`src/rtl/lampupd_pkg.sv`:
```
package lampupd_pkg;

    typedef enum logic [1:0] {
        LMODE_LIVE   = 2'd0,
        LMODE_LIGHT  = 2'd1,
        LMODE_FULL   = 2'd2,
        LMODE_DARK   = 2'd3
    } lmode_e;

    localparam int PER_W = 10;

    typedef struct packed {
        logic             evt;
        logic             ie;
        lmode_e           mode;
        logic [PER_W-1:0] period;
    } ctl_t;

endpackage

```
`src/rtl/lampupd_timer_core.sv`:
```
module lampupd_timer_core #(
    parameter int CNT_W = 10
) (
    input  logic             clk,
    input  logic             rst_n,
    input  logic             tick,
    input  logic             restart,
    input  logic [CNT_W-1:0] period,
    output logic             upd,
    output logic [CNT_W-1:0] cnt
);
    logic [CNT_W-1:0] cnt_d, cnt_q;
    logic             upd_d;

    always_comb begin
        cnt_d = cnt_q;
        upd_d = 1'b0;
        if (restart) begin
            cnt_d = '0;
        end else if (tick && (period != '0)) begin
            if (cnt_q >= period - CNT_W'(1)) begin
                upd_d = 1'b1;
                cnt_d = '0;
            end else begin
                cnt_d = cnt_q + CNT_W'(1);
            end
        end
    end

    always_ff @(posedge clk) begin
        if (!rst_n) cnt_q <= '0;
        else        cnt_q <= cnt_d;
    end

    assign upd = upd_d;
    assign cnt = cnt_q;
endmodule

```
`src/rtl/lampupd_shadow_bank.sv`:
```
module lampupd_shadow_bank #(
    parameter int NREG = 4
) (
    input  logic               clk,
    input  logic               rst_n,
    input  logic [NREG-1:0]    we,
    input  logic [15:0]        wdata,
    input  logic               upd,
    output logic [NREG*16-1:0] shadow,
    output logic [NREG*16-1:0] live
);
    logic [NREG-1:0][15:0] sh_d, sh_q, lv_d, lv_q;

    always_comb begin
        sh_d = sh_q;
        lv_d = lv_q;
        for (int k = 0; k < NREG; k++) begin
            if (we[k]) sh_d[k] = wdata;
        end
        // the copy takes the shadow contents as they stood before this edge
        if (upd) lv_d = sh_q;
    end

    always_ff @(posedge clk) begin
        if (!rst_n) begin
            sh_q <= '0;
            lv_q <= '0;
        end else begin
            sh_q <= sh_d;
            lv_q <= lv_d;
        end
    end

    assign shadow = sh_q;
    assign live   = lv_q;
endmodule

```
`src/rtl/lampupd_override.sv`:
```
module lampupd_override
    import lampupd_pkg::*;
#(
    parameter int WIDTH = 64
) (
    input  lmode_e           mode,
    input  logic [WIDTH-1:0] live,
    output logic [WIDTH-1:0] lamps
);
    always_comb begin
        unique case (mode)
            LMODE_LIGHT, LMODE_FULL: lamps = '1;
            LMODE_DARK:              lamps = '0;
            default:                 lamps = live;
        endcase
    end
endmodule

```
`src/rtl/lamp_update_timer.sv`:
```
module lamp_update_timer
    import lampupd_pkg::*;
#(
    parameter int LAMP_REGS    = 4,
    parameter int WORD_W       = 5,
    parameter int RESET_PERIOD = 10,
    parameter int MAX_PERIOD   = 1000
) (
    input  logic                   clk,
    input  logic                   rst_n,
    input  logic [WORD_W-1:0]      bus_word,
    input  logic                   bus_wr,
    input  logic                   bus_rd,
    input  logic [15:0]            bus_wdata,
    output logic [15:0]            bus_rdata,
    input  logic                   panel_ok,
    input  logic                   tick_1ms,
    output logic [LAMP_REGS*16-1:0] lamps,
    output logic                   irq
);
    localparam int LAMP_W      = LAMP_REGS * 16;
    localparam int STATUS_WORD = 1;
    localparam int PERIOD_WORD = 3;
    localparam int SHADOW_BASE = 4;
    localparam logic [PER_W-1:0] PER_MAX = PER_W'(MAX_PERIOD);
    localparam logic [PER_W-1:0] PER_RST = PER_W'(RESET_PERIOD);

    ctl_t ctl_d, ctl_q;

    logic                 wr_status, wr_period, rd_status;
    logic                 upd;
    logic [PER_W-1:0]     cnt_now;
    logic [LAMP_REGS-1:0] sh_we;
    logic [LAMP_W-1:0]    shadow, live;

    assign wr_status = bus_wr && (bus_word == WORD_W'(STATUS_WORD));
    assign wr_period = bus_wr && (bus_word == WORD_W'(PERIOD_WORD));
    assign rd_status = bus_rd && (bus_word == WORD_W'(STATUS_WORD));

    generate
        for (genvar k = 0; k < LAMP_REGS; k++) begin : g_we
            assign sh_we[k] = bus_wr && (bus_word == WORD_W'(SHADOW_BASE + k));
        end
    endgenerate

    always_comb begin
        ctl_d = ctl_q;
        if (wr_status) begin
            ctl_d.ie   = bus_wdata[6];
            ctl_d.mode = lmode_e'(bus_wdata[1:0]);
        end
        if (wr_period) begin
            ctl_d.period = (bus_wdata[PER_W-1:0] > PER_MAX) ? PER_MAX : bus_wdata[PER_W-1:0];
        end
        if (rd_status) ctl_d.evt = 1'b0;
        if (upd)       ctl_d.evt = 1'b1;
    end

    always_ff @(posedge clk) begin
        if (!rst_n) begin
            ctl_q.evt    <= 1'b0;
            ctl_q.ie     <= 1'b0;
            ctl_q.mode   <= LMODE_LIVE;
            ctl_q.period <= PER_RST;
        end else begin
            ctl_q <= ctl_d;
        end
    end

    lampupd_timer_core #(.CNT_W(PER_W)) u_timer (
        .clk     (clk),
        .rst_n   (rst_n),
        .tick    (tick_1ms),
        .restart (wr_period),
        .period  (ctl_q.period),
        .upd     (upd),
        .cnt     (cnt_now)
    );

    lampupd_shadow_bank #(.NREG(LAMP_REGS)) u_bank (
        .clk    (clk),
        .rst_n  (rst_n),
        .we     (sh_we),
        .wdata  (bus_wdata),
        .upd    (upd),
        .shadow (shadow),
        .live   (live)
    );

    lampupd_override #(.WIDTH(LAMP_W)) u_ovr (
        .mode  (ctl_q.mode),
        .live  (live),
        .lamps (lamps)
    );

    always_comb begin
        bus_rdata = '0;
        if (bus_word == WORD_W'(STATUS_WORD)) begin
            bus_rdata[15]  = ~panel_ok;
            bus_rdata[7]   = ctl_q.evt;
            bus_rdata[6]   = ctl_q.ie;
            bus_rdata[1:0] = ctl_q.mode;
        end else if (bus_word == WORD_W'(PERIOD_WORD)) begin
            bus_rdata[PER_W-1:0] = ctl_q.period;
        end
        for (int k = 0; k < LAMP_REGS; k++) begin
            if (bus_word == WORD_W'(SHADOW_BASE + k)) bus_rdata = shadow[k*16 +: 16];
        end
    end

    assign irq = ctl_q.evt & ctl_q.ie;

    logic [PER_W-1:0] per_now;
    logic             evt_now;
    logic [1:0]       mode_now;
    assign per_now  = ctl_q.period;
    assign evt_now  = ctl_q.evt;
    assign mode_now = ctl_q.mode;
endmodule

```
`config.mk`:
```
export PLATFORM = sky130hd
export DESIGN_NAME = lamp_update_timer
export DESIGN_NICKNAME = d
export VERILOG_FILES = /design/src/rtl/lampupd_pkg.sv /design/src/rtl/lampupd_timer_core.sv /design/src/rtl/lampupd_shadow_bank.sv /design/src/rtl/lampupd_override.sv /design/src/rtl/lamp_update_timer.sv
export SDC_FILE = /design/constraint.sdc
export NUM_CORES = 1
export LEC_CHECK = 0
export ABC_AREA = 1
export ABC_CLOCK_PERIOD_IN_PS = 2600
export BUFFER_PORTS_ARGS = -buffer_cell sky130_fd_sc_hd__buf_4
export CAP_MARGIN = 10
export CORE_MARGIN = 2
export CORE_UTILIZATION = 30
export DETAILED_ROUTE_END_ITERATION = 8
export GPL_TIMING_DRIVEN = 0
export PLACE_DENSITY = 0.56
export SLEW_MARGIN = 10
export SYNTH_ARGS = -nofsm -noshare
export SYNTH_HDL_FRONTEND = slang
export SYNTH_SLANG_ARGS = --single-unit
```
`constraint.sdc`:
```
create_clock -name clk -period 2.6 [get_ports clk]
set_clock_uncertainty 0.2 [all_clocks]
set_input_delay 0.52 -clock clk [delete_from_list [all_inputs] [get_ports clk]]
set_output_delay 0.52 -clock clk [all_outputs]
set_load 0.05 [all_outputs]
```
# After elaboration in Yosys (flattened, before gate mapping)
# Index checks and enable logic that the tools add are counted.
[classes] n_addsub=2 multipliers=0 div=0 order_cmp=2 n_eq_ne=9 shifts=0 n_mux=18 bitwise=3 n_reduce_logical=12
[ops] cell="64-bit case mux with 2 select lines" count=1
[ops] cell="16-bit 2-to-1 mux" count=4
[ops] cell="10-bit 2-to-1 mux" count=3
[ops] cell="5-bit by 3-bit == test with 1-bit output (second input constant)" count=4
[ops] cell="10-bit by 1-bit adder with 10-bit output (second input constant)" count=1
[ops] cell="10-bit >= comparator" count=1
[ops] cell="10-bit greater-than comparator (second input constant)" count=1
[ops] cell="10-bit nonzero test" count=1
[ops] cell="10-bit by 1-bit subtractor with 10-bit output (second input constant)" count=1
[ops] cell="1-bit logical AND" count=8
[ops] cell="1-bit 2-to-1 mux" count=6
[ops] cell="2-bit 2-to-1 mux" count=3
[ops] cell="5-bit by 1-bit == test with 1-bit output (second input constant)" count=1
[ops] cell="5-bit by 2-bit == test with 1-bit output (second input constant)" count=1
[ops] cell="2-bit == test (second input constant)" count=2
[ops] cell="4-bit 2-to-1 mux" count=1
[ops] cell="2-bit OR reduction" count=2
[ops] cell="2-bit by 1-bit == test with 1-bit output (second input constant)" count=1
[ops] cell="1-bit NOT" count=2
[ops] cell="2-bit nonzero test" count=1
[ops] cell="1-bit bitwise AND" count=1
[totals] regBits=152 latchBits=0 ramBits=0 romBits=0 inputBits=27 elab_cells=59 mem_count=0

# Logic depth before layout (Yosys ltp)
[logic_depth] word_depth=7 depth_mapped=18 mapped_depth_nobuf=16

# By module
# A second synthesis with hierarchy kept.
[unflattened] cells_unflattened=1291 area_unflattened_um2=8112.8
[modules_own_cells] module="lampupd_shadow_bank" n_inst=1 cells_each=760 area_each_um2=5153.7
[modules_own_cells] module="lamp_update_timer" n_inst=1 cells_each=230 area_each_um2=1287.5
[modules_own_cells] module="lampupd_timer_core" n_inst=1 cells_each=155 area_each_um2=997.2
[modules_own_cells] module="lampupd_override" n_inst=1 cells_each=146 area_each_um2=674.4

# Worst setup path after synthesis
# Ideal clock, no wire load.
[synth_timing] kind="register to output" start="register mode_now[0] (netlist name)" end="output port lamps[0]" arrival_ns=1.970 t_required_ns=1.880 setup_slack_ns=-0.090 path_stages_with_launch=7 cell_sequence="dfxtp_1 > inv_1 > ha_1 > inv_1 > clkbuf_1 > clkbuf_1 > o21ai_0"
[synth_via] elab_chain_len=3 word_cells_on_any_way=5 classes_between="eq/ne (3); mux (1); reduce/logical (1)"
[synth_rtl] item="2-bit by 1-bit == test with 1-bit output or 2-bit == test (tied branches)" line_no="lampupd_override.sv:11" text="unique case (mode)"
[synth_rtl] item="2-bit OR reduction" line_no="lampupd_override.sv:11"
[synth_rtl] item="64-bit case mux with 2 select lines *" line_no="lampupd_override.sv:11"
[synth_rtl] item="end, declared" line_no="lamp_update_timer.sv:18" text="output logic [LAMP_REGS*16-1:0] lamps,"
# Every way passes the cells marked *; elsewhere a longest branch is shown, timed or not.

# Final worst setup path
[layout_timing] start="register per_now[1] (netlist name)" end="register u_timer.cnt_q[1] (netlist: u_timer.cnt[1])"
[layout_via] elab_chain_len=3 word_cells_on_any_way=5 classes_between="add/sub (1); order compare (1); mux (1); reduce/logical (2)"
[layout_rtl] item="10-bit by 1-bit subtractor with 10-bit output" line_no="lampupd_timer_core.sv:21" text="if (cnt_q >= period - CNT_W'(1)) begin"
[layout_rtl] item="10-bit >= comparator" line_no="lampupd_timer_core.sv:21"
[layout_rtl] item="10-bit 2-to-1 mux" line_no="lampupd_timer_core.sv:21"
[layout_rtl] item="end signal, assigned" line_no="lampupd_timer_core.sv:32" text="else cnt_q <= cnt_d;"
[layout_rtl] item="end, declared" line_no="lampupd_timer_core.sv:12" text="logic [CNT_W-1:0] cnt_d, cnt_q;"
# Several ways; a longest one is shown, not always the timed one.
# A chain may end at the register's enable or synchronous reset.

==> impl_metrics.toml <==
[detailed_routing]
routed_wirelength_um = 27000
wire_per_inst_um = 16.2
final_antenna_net_count = 0
via_per_inst = 4.64
drtPass1Iterations = 5
route.vias.total = 7724
starting_drt_drc_count = 525
drt_drc_violations_left = 0

[critical_path]
reg2reg_depth = 14
crit_path_max_incr_delay_ns = 0.34
worstPathRequired_ns = 2.77
critical_path_capture_point = "u_timer.cnt[1]"
crit_top_cell = "sky130_fd_sc_hd__nand2_8"
critical_path_cell_by_cell = "nor2_4, nand2_2, nor3_4, nand4_1, xor2_1, ha_1, a21o_1, nor2_2, nand3_4, buf_12, buf_8, nand2_8, nand2_8, a21oi_2"
criticalPathCategory = "reg -> reg"
reg2reg_from = "per_now[1]"
timing.reg2reg.setup_slack_ns = -0.06
critical_path_arrival_ns = 2.83
cp_slowest_cell = "sky130_fd_sc_hd__dfxtp_2"
timing.critical_path.from_type = "flop"
critical_path.max_fanout = 6
cp-startpoint = "per_now[1]"
end_of_the_worst_register_to_register_path = "u_timer.cnt[1]"
cp-end-kind = "flop"

[floorplan]
floorplan.die.height_um = 165
design.portCount = 108
num_rows = 58
die-width_um = 165
die_area_um2 = 27100
start_util = 0.307
area_of_the_core_um2 = 25300

[outcome]
violations = "setup timing"
status = "finished, violations left"

[synth]
post-synth-top-count-cell = "sky130_fd_sc_hd__nand2_1"
yosysWarnings = 0
mappedNetlistNets = 1221
synth_common_cells = "sky130_fd_sc_hd__nand2_1 (223), sky130_fd_sc_hd__inv_1 (207), sky130_fd_sc_hd__dfxtp_1 (152)"
synth-edff-count = 0
ys_types = 29
syn_avg_cell_area_um2 = 6.56
ys_dominant_reg_cell = "sky130_fd_sc_hd__dfxtp_1"
ys_ff_latch = 152
synthCells = 1181
yosys.area.top_type_share = 0.393
asr_flop_ratio_synth = 0
synthTopCellsByArea = "sky130_fd_sc_hd__dfxtp_1 (39%), sky130_fd_sc_hd__nand2_1 (11%), sky130_fd_sc_hd__inv_1 (10%), sky130_fd_sc_hd__o21ai_0 (9.2%), sky130_fd_sc_hd__a21oi_1 (5.9%)"
synth_area_um2 = 7740
synth.yosys.seq_area_share = 0.393
yosys.area.top_type = "sky130_fd_sc_hd__dfxtp_1"

[timing]
worst_case_setup_margin_in_the_final_layout_ns = -0.0649
post-route-min-period_ns = 2.66
fmax_ghz = 0.375
min_period_over_period = 1.02
max_slew.worst_pin.slew_ns = 0.887
setup_viol = 63
final-max-slew-violation-count = 0
timing_hold_violations_final = 0
slew_hr = 0.406
holdWs_ns = 0.155
rsz_0062_raised_after_global_routing = "true"

[global_routing]
grt_pass1_wl_um = 40300
number_of_global_route_vias_before_repair = 7146
grt_use_total = 0.201
grt_antenna_before_repair = 0
overflow = 0
largest_net_degree_at_the_start_of_global_routing = 17

[clock_network]
tritoncts = "yes"
numCtsBuffers = 17
cts.sink_count = 152
cts_root_buffer = "sky130_fd_sc_hd__clkbuf_16"
htree_levels = 4
clk_transition_reported_paths_ns = 0.06
source_to_sink_clock_delay_at_the_later_pin_of_the_worst_skew_pair_ns = 0.43
cts_hold_buffers = 0
cts.path.max_buffers = 2

[layout]
layout-drive-gt1-share = 0.235
area.growth.synth_to_final_pct = 33.7
antennaDiodeCount = 0
filler_cell_count = 2675
nNetsFinal = 1363

[placed_design]
detailed_place_hpwl_um = 20900
pre_cts_setup_slack_ns = -0.661
globalplace.congestion = 0.928
port_buffers = 106

[hold_path]
min_path_type = "in -> reg"

[flow_run]
number_of_max_capacitance_violations_reported = 0

[power_and_ir_drop]
power_density_nw_per_um2 = 510
ir_worst_vdd_mv = 0.432
cellLeakagePower_nw = 4.51
[area by class of cell]
type / count / area (µm²) / share of cell area
multi-input combinational: 704 / 3750 / 0.362
sequential: 152 / 3050 / 0.295
timing repair buffer: 125 / 1050 / 0.102
inverter: 252 / 953 / 0.0921
buffer: 71 / 543 / 0.0525
clock buffer: 17 / 425 / 0.0411
tap: 330 / 413 / 0.0399
clock inverter: 15 / 168 / 0.0162
[power by group]
group / total (mW) / internal, mW / switching, mW
registers: 2.37 / 2.35 / 0.0157
logic: 0.392 / 0.121 / 0.271
clock network: 2.52 / 1.43 / 1.09
[worst max-delay path, delay by kind of cell (launching register included)]
family | cells | cell delay, ns
DFF | 1 | 0.34
AOI/OAI and AO/OA | 2 | 0.33
and+or+nand+nor | 8 | 0.93
xor gates and xnor gates | 1 | 0.17
adders and majority gates | 1 | 0.30
buffers and inverters | 2 | 0.31
[metrics by stage]
step                      power [mW]   util  cell area (µm²)  TNS, ns  cells
after floorplan                 2.62      -             7770    -5.38   1181
after global placement          2.76  0.355             8970   -45.74   1617
after detailed placement        2.77  0.355             8970   -48.89   1617
after CTS                       5.29  0.398            10100    -7.70   1659
after global routing            5.46  0.410            10300   -13.77   1666
final                           5.28  0.410            10300    -2.80   1666
[registers in the layout, summed over array words and instances, names as in the netlist]
register / cells
u_bank.shadow: 64
u_bank.live: 64
per_now: 10
u_timer.cnt: 10
ctl_q: 1
mode_now: 2
evt_now: 1
[kinds of logic after synthesis]
logic type	synth area share
buffers and inverters	0.166
AND/OR/NAND/NOR	0.240
XOR/XNOR	0.0102
adder cells (fa/ha/maj)	0.0210
flip-flops	0.393
AO/OA/AOI/OAI	0.170
[layout by cell type, fill, tap and decap left out, types with 6 or more instances in the layout]
cell type / n
sky130_fd_sc_hd__nand2_1: 215
sky130_fd_sc_hd__ha_1: 12
sky130_fd_sc_hd__a21oi_1: 87
sky130_fd_sc_hd__buf_8: 9
sky130_fd_sc_hd__nor2_1: 84
sky130_fd_sc_hd__nand4_1: 71
sky130_fd_sc_hd__inv_1: 200
sky130_fd_sc_hd__nand3_4: 6
sky130_fd_sc_hd__buf_6: 32
sky130_fd_sc_hd__nor2_2: 6
sky130_fd_sc_hd__nand2_2: 7
sky130_fd_sc_hd__dfxtp_1: 149
sky130_fd_sc_hd__xor2_1: 7
sky130_fd_sc_hd__o21ai_1: 18
sky130_fd_sc_hd__inv_2: 49
sky130_fd_sc_hd__o21ai_2: 11
sky130_fd_sc_hd__nor2_4: 10
sky130_fd_sc_hd__clkbuf_16: 17
sky130_fd_sc_hd__o22ai_1: 13
sky130_fd_sc_hd__buf_2: 11
sky130_fd_sc_hd__nand3_1: 13
sky130_fd_sc_hd__buf_4: 104
sky130_fd_sc_hd__clkbuf_1: 30
sky130_fd_sc_hd__o21ai_0: 114
[timing repair]
item                                    CTS  global route
pin swaps                                 9            24
gates resized for setup                 139            81
cloned                                    1             0
setup buffers                             9             9
endpoints found under the setup margin  154           150
[routing by layer]
layer	up-vias	track usage	routed length (µm)	part of all wire
met1	3451	0.253	12000	0.44
met5	-	0	0	0
met4	0	0.0957	982	0.036
met2	209	0.338	12800	0.48
met3	53	0.0284	1230	0.045
li1	4011	-	-	-
[how the worst min path moves through the flow]
stage / startpoint / to / slack (ns) / cells after the start
2_1_floorplan: u_bank.shadow[16] / u_bank.shadow[16] / 0.24 / 2
3_3_place_gp: u_bank.shadow[46] / u_bank.shadow[46] / 0.27 / 2
3_5_place_dp: u_bank.shadow[44] / u_bank.shadow[44] / 0.28 / 2
4_1_cts: bus_rd / evt_now / 0.15 / 4
5_1_grt: bus_rd / evt_now / 0.18 / 4
6_report: bus_rd / evt_now / 0.15 / 4
(Power assumes the default switching activity.)
